===== src/rtl/usb_cdr_pkg.sv =====
package usb_cdr_pkg;

  typedef struct packed {
    logic sampleNow;   // take the current synchronised line state
    logic startTrack;  // tracker leaves idle on this cycle
    logic stopTrack;   // end of packet seen, tracker goes idle
  } cdrStrobes_t;

  typedef enum logic {
    TRK_IDLE   = 1'b0,
    TRK_ACTIVE = 1'b1
  } trackState_t;

endpackage


===== src/rtl/cdr_sync.sv =====
module cdr_sync #(
  parameter int              WIDTH     = 3,
  parameter int              STAGES    = 2,
  parameter logic [WIDTH-1:0] RESET_VAL = '0
) (
  input  logic             clk,
  input  logic             rstN,
  input  logic [WIDTH-1:0] din,
  output logic [WIDTH-1:0] dout
);

  logic [STAGES-1:0][WIDTH-1:0] chain;

  always_ff @(posedge clk or negedge rstN) begin
    if (!rstN) begin
      for (int i = 0; i < STAGES; i++) chain[i] <= RESET_VAL;
    end else begin
      chain[0] <= din;
      for (int i = 1; i < STAGES; i++) chain[i] <= chain[i-1];
    end
  end

  assign dout = chain[STAGES-1];

endmodule


===== src/rtl/cdr_ctrl.sv =====
module cdr_ctrl
  import usb_cdr_pkg::*;
#(
  parameter int OVERSAMPLE    = 4,
  parameter int SAMPLE_OFFSET = 2,
  parameter int EOP_BITS      = 2
) (
  input  logic        clk,
  input  logic        rstN,
  input  logic        lineEdge,
  input  logic        lineSe0,
  output cdrStrobes_t strobes,
  output logic        trackActive
);

  localparam int PH_W  = (OVERSAMPLE > 2) ? $clog2(OVERSAMPLE) : 1;
  localparam int CNT_W = (EOP_BITS > 1) ? $clog2(EOP_BITS + 1) : 1;
  localparam logic [PH_W-1:0]  PH_LAST   = PH_W'(OVERSAMPLE - 1);
  localparam logic [PH_W-1:0]  PH_SAMPLE = PH_W'(SAMPLE_OFFSET);
  localparam logic [PH_W-1:0]  PH_AFTER  = PH_W'(1);
  localparam logic [CNT_W-1:0] RUN_LAST  = CNT_W'(EOP_BITS - 1);

  trackState_t      state;
  logic [PH_W-1:0]  phase;
  logic [CNT_W-1:0] se0Run;
  logic             startNow;
  logic             sampleNow;
  logic             stopNow;

  assign startNow  = (state == TRK_IDLE) && lineEdge && !lineSe0;
  assign sampleNow = (state == TRK_ACTIVE) && (phase == PH_SAMPLE);
  assign stopNow   = sampleNow && lineSe0 && (se0Run == RUN_LAST);

  always_ff @(posedge clk or negedge rstN) begin
    if (!rstN) begin
      state  <= TRK_IDLE;
      phase  <= '0;
      se0Run <= '0;
    end else if (stopNow) begin
      state  <= TRK_IDLE;
      phase  <= '0;
      se0Run <= '0;
    end else if (startNow) begin
      state  <= TRK_ACTIVE;
      phase  <= PH_AFTER;
      se0Run <= '0;
    end else if (state == TRK_ACTIVE) begin
      if (lineEdge)              phase <= PH_AFTER;
      else if (phase == PH_LAST) phase <= '0;
      else                       phase <= phase + 1'b1;
      if (sampleNow) se0Run <= lineSe0 ? se0Run + 1'b1 : '0;
    end
  end

  assign strobes.sampleNow  = sampleNow;
  assign strobes.startTrack = startNow;
  assign strobes.stopTrack  = stopNow;
  assign trackActive        = (state == TRK_ACTIVE);

  // Samples never fall on adjacent cycles.
  p_sample_gap_r6: assert property (@(posedge clk) disable iff (!rstN)
    sampleNow |=> !sampleNow);

  // After an end of packet the tracker is idle and silent.
  p_stop_idle_r9: assert property (@(posedge clk) disable iff (!rstN)
    stopNow |=> (state == TRK_IDLE) && !sampleNow);

  // A starting or tracked edge places the sample two cycles later.
  if (SAMPLE_OFFSET == 2) begin : g_recentre_chk
    p_recentre_r4: assert property (@(posedge clk) disable iff (!rstN)
      (lineEdge && (state == TRK_ACTIVE || !lineSe0) && !stopNow) ##1 !lineEdge
        |=> sampleNow);
  end

endmodule


===== src/rtl/cdr_datapath.sv =====
module cdr_datapath
  import usb_cdr_pkg::*;
(
  input  logic        clk,
  input  logic        rstN,
  input  logic        lineLvl,
  input  logic        lineSe0,
  input  cdrStrobes_t strobes,
  output logic        lineEdge,
  output logic        bitStrobe,
  output logic        bitData,
  output logic        se0Strobe,
  output logic        eopStrobe
);

  logic lastLvl;
  logic refLvl;
  logic takeBit;

  assign lineEdge = lineLvl ^ lastLvl;
  assign takeBit  = strobes.sampleNow && !lineSe0;

  always_ff @(posedge clk or negedge rstN) begin
    if (!rstN) begin
      lastLvl   <= 1'b1;
      refLvl    <= 1'b1;
      bitStrobe <= 1'b0;
      bitData   <= 1'b0;
      se0Strobe <= 1'b0;
      eopStrobe <= 1'b0;
    end else begin
      lastLvl <= lineLvl;
      if (strobes.startTrack) refLvl <= lastLvl;
      else if (takeBit)       refLvl <= lineLvl;
      bitStrobe <= takeBit;
      if (takeBit) bitData <= ~(lineLvl ^ refLvl);
      se0Strobe <= strobes.sampleNow && lineSe0;
      eopStrobe <= strobes.stopTrack;
    end
  end

  // A decoded 1 means the reference did not move on that sample.
  p_nrzi_ref_r5: assert property (@(posedge clk) disable iff (!rstN)
    bitStrobe |-> (bitData == (refLvl == $past(refLvl))));

  // SE0 samples leave the NRZI reference untouched.
  p_se0_ref_hold_r8: assert property (@(posedge clk) disable iff (!rstN)
    se0Strobe |-> $stable(refLvl));

  // End of packet is always reported on an SE0 sample.
  p_eop_on_se0_r9: assert property (@(posedge clk) disable iff (!rstN)
    eopStrobe |-> se0Strobe && !bitStrobe);

endmodule


===== src/rtl/usb_fs_cdr.sv =====
module usb_fs_cdr
  import usb_cdr_pkg::*;
#(
  parameter int OVERSAMPLE    = 4,
  parameter int SAMPLE_OFFSET = 2,
  parameter int EOP_BITS      = 2,
  parameter int SYNC_STAGES   = 2
) (
  input  logic clk,
  input  logic rstN,
  input  logic rxDiff,
  input  logic rxDp,
  input  logic rxDm,
  output logic bitStrobe,
  output logic bitData,
  output logic se0Strobe,
  output logic eopStrobe,
  output logic trackActive
);

  localparam int         LINE_W    = 3;
  localparam logic [2:0] LINE_IDLE = 3'b110;  // {diff, dp, dm} in the J state

  logic [LINE_W-1:0] lineSync;
  logic              lineLvl;
  logic              lineSe0;
  logic              lineEdge;
  cdrStrobes_t       strobes;

  cdr_sync #(
    .WIDTH    (LINE_W),
    .STAGES   (SYNC_STAGES),
    .RESET_VAL(LINE_IDLE)
  ) u_sync (
    .clk (clk),
    .rstN(rstN),
    .din ({rxDiff, rxDp, rxDm}),
    .dout(lineSync)
  );

  assign lineLvl = lineSync[2];
  assign lineSe0 = !lineSync[1] && !lineSync[0];

  cdr_ctrl #(
    .OVERSAMPLE   (OVERSAMPLE),
    .SAMPLE_OFFSET(SAMPLE_OFFSET),
    .EOP_BITS     (EOP_BITS)
  ) u_ctrl (
    .clk        (clk),
    .rstN       (rstN),
    .lineEdge   (lineEdge),
    .lineSe0    (lineSe0),
    .strobes    (strobes),
    .trackActive(trackActive)
  );

  cdr_datapath u_dp (
    .clk      (clk),
    .rstN     (rstN),
    .lineLvl  (lineLvl),
    .lineSe0  (lineSe0),
    .strobes  (strobes),
    .lineEdge (lineEdge),
    .bitStrobe(bitStrobe),
    .bitData  (bitData),
    .se0Strobe(se0Strobe),
    .eopStrobe(eopStrobe)
  );

  // Data and SE0 reports never coincide.
  p_report_exclusive_r8: assert property (@(posedge clk) disable iff (!rstN)
    !(bitStrobe && se0Strobe));

endmodule


===== config.mk =====
export PLATFORM = sky130hd
export DESIGN_NAME = usb_fs_cdr
export DESIGN_NICKNAME = d
export VERILOG_FILES = /design/src/rtl/usb_cdr_pkg.sv /design/src/rtl/cdr_sync.sv /design/src/rtl/cdr_ctrl.sv /design/src/rtl/cdr_datapath.sv /design/src/rtl/usb_fs_cdr.sv
export SDC_FILE = /design/constraint.sdc
export NUM_CORES = 1
export LEC_CHECK = 0
export BUFFER_PORTS_ARGS = -buffer_cell sky130_fd_sc_hd__buf_2
export CORE_ASPECT_RATIO = 1.2
export CORE_MARGIN = 2
export CORE_UTILIZATION = 33
export DETAILED_ROUTE_END_ITERATION = 12
export MAX_ROUTING_LAYER = met4
export PLACE_DENSITY = 0.5
export SYNTH_ARGS = -nofsm -noshare
export SYNTH_HDL_FRONTEND = slang
export SYNTH_SLANG_ARGS = --single-unit

===== constraint.sdc =====
create_clock -name clk -period 3.4 [get_ports clk]
set_clock_uncertainty 0.2 [all_clocks]
set_input_delay 0.17 -clock clk [delete_from_list [all_inputs] [get_ports clk]]
set_output_delay 0.17 -clock clk [all_outputs]
set_load 0.005 [all_outputs]

==> metrics <==
status finished, final reports clean; Hold Path Class input port to async pin; leak pwr 0.000390 µW; Worst IR Drop VDD about 0.3 mV; initial DRC count 5; total global routing overflow 0; YS warnings 0; count of clock tree sinks 17; Avg Inst Size Synth roughly 12 µm²; final hold vios 0; setup violators final 0; Chip Height between 50 and 60 µm; CP required 3390 ps; clock root buffer clkbuf_4; setup TNS 0 ps; Least-Margin Pin Slew roughly 370 ps; initial antenna violation count 0; Multi-input gate area around 260 µm²; fill cell count ~210; first-pass GRT wire length around 2.0 mm; Rel. slew slack 0.756; drt total wl roughly 1.2 mm; detailed placement HPWL about 840 µm; Layout Nets 83; asr flop ratio synth 1.00; CTS buffer count 3; TritonRoute pass-1 iters 4; Global Route Usage Sum 0.110; crit path kind register to register; CTS tree built; Worst Setup Start Kind register; routed via count roughly 480; die area 2600 µm²; Worst R2R Start u_ctrl.phase[0]; EDFF count, synth 0; hold slack final about 110 ps; worst endpoint data arrival time roughly 1600 ps; max-slew violation count 0; I/O pin count 10; Synth cell types 29; antenna viol nets, final 0; Area growth syn-to-layout 18.7%; H-tree lvl count 1; Critical Path Fanout Max 7; drt drc 0; Max clock buf depth 2; Primary FF master, synth dfrtp_1; clk_lat worst skew roughly 300 ps; pwr dens between 500 and 600 nW/µm²; Vias/cell about 4.6; layout cells sized above 1 0.324; sequential standard cell area roughly 430 µm²; post-route clock period utilization 0.483; RSZ-0062 raised after global routing false; routability cong. approximately 0.7; vias in the first global route between 400 and 500; # Max-Cap Violations 0; IO buf count 9; Highest Clock Rate around 0.6 GHz; starting density of the core 0.352; n_diodes 0; Post-Synthesis Net Count 67; sequential share of the synthesized area 0.593; nature of the critical path endpoint register; Netlist Area Pre-Place 729 µm²; largest net degree at the start of global routing 18; Cells after Synth between 50 and 60; die width 46.9 µm; Seq cells post-synth 17; core area between 2000 and 2500 µm²; wire per inst ~11 µm; Worst-path clk slew roughly 110 ps; crit path from u_ctrl.phase[0]; Site Rows 18; Tmin final approximately 1600 ps
-- final cells by class --
type                            instances  share of cell area
Clock buffer                            3              0.0260
Clock inverter                          1             0.00867
Inverter                                5              0.0217
Multi-Input combinational cell         35               0.302
Sequential cell                        17               0.500
Tap cell                               30              0.0434
Timing Repair Buffer                   13              0.0983
-- cell families after synthesis --
| logic type | synth area share |
|---|---|
| AO/OA/AOI/OAI | 0.142 |
| XOR/XNOR | 0.0343 |
| adder cells (fa/ha/maj) | 0.0515 |
| buffers and inverters | 0.0480 |
| flip-flops | 0.593 |
| multiplexers | 0.0343 |
| AND/OR/NAND/NOR | 0.0961 |
-- Yosys cell counts, drive strengths merged (2+ instances only) --
library cell	instances	area share
dfrtp	11	0.38
dfstp	6	0.22
inv	5	0.026
nor2	4	0.024
ha	3	0.051
nand2	3	0.015
o21ai	3	0.026
a21oi	2	0.014
buf	2	0.022
nand2b	2	0.017
nor3	2	0.014
o211ai	2	0.021
-- layout by cell type (no fill, tap or decap), types with 2 or more instances in the layout --
master / count
dfrtp_1: 11
buf_2: 9
dfstp_2: 6
inv_1: 5
dlygate4sd3_1: 4
nand2_1: 3
nor2_1: 3
ha_1: 3
clkbuf_4: 3
nor3_1: 2
o21ai_0: 2
nand2b_1: 2
o211ai_1: 2
a21oi_1: 2
-- flip-flops by register name, indices dropped and copies added, names as in the netlist --
signal              flops
u_sync.chain            3
u_sync.dout             3
u_ctrl.phase            2
u_ctrl.se0Run           2
u_ctrl.trackActive      1
u_dp.bitData            1
u_dp.bitStrobe          1
u_dp.eopStrobe          1
u_dp.lastLvl            1
u_dp.refLvl             1
u_dp.se0Strobe          1
-- worst paths after layout --
kind | endpoint | slack [ps] | depth (start not counted)
min in group clk | u_sync.dout[0] | 160 | 0
max reg2reg | u_dp.bitData | 1760 | 5
min | u_dp.bitStrobe | 110 | 2
max | u_dp.bitData | 1760 | 5
min reg2reg | u_sync.dout[0] | 160 | 0
max in group asynchronous | u_sync.chain[1] | 2590 | 2
-- timing repair --
action,CTS,global route
hold buffers,4,0
buffers inserted,0,0
gates resized for setup,0,0
endpoints found under the hold margin,20,0
-- routing by layer --
layer / global-route usage / vias up / share of wire
li1: - / 234 / -
met5: - / - / 0
met1: 0.133 / 234 / 0.48
met3: 0.0196 / 4 / 0.029
met4: 0.0714 / 0 / 0.023
met2: 0.162 / 10 / 0.47
-- where the power goes --
| group | leakage [µW] | switching (µW) | internal [µW] |
|---|---|---|---|
| logic | 0.000177 | 45.3 | 60.9 |
| registers | 0.000199 | 27.0 | 237 |
| clock network | 0.0000139 | 66.5 | 44.8 |
-- critical path, stage by stage, from the launching register on --
cell	delay [ps]
dfrtp_1	430
inv_1	70
ha_1	290
nand2_1	120
nor2_2	140
mux2_4	300
-- stage by stage --
stage	util	cell area (µm²)	total power, µW	setup slack [ps]	instances
2_1_floorplan	-	729	341	1880	59
6_report	0.418	866	482	1760	104
3_3_place_gp	0.384	796	371	1810	96
4_1_cts	0.418	866	489	1770	104
5_1_grt	0.418	866	510	1690	104
3_5_place_dp	0.384	796	373	1770	96
(Power assumes the default switching activity.)
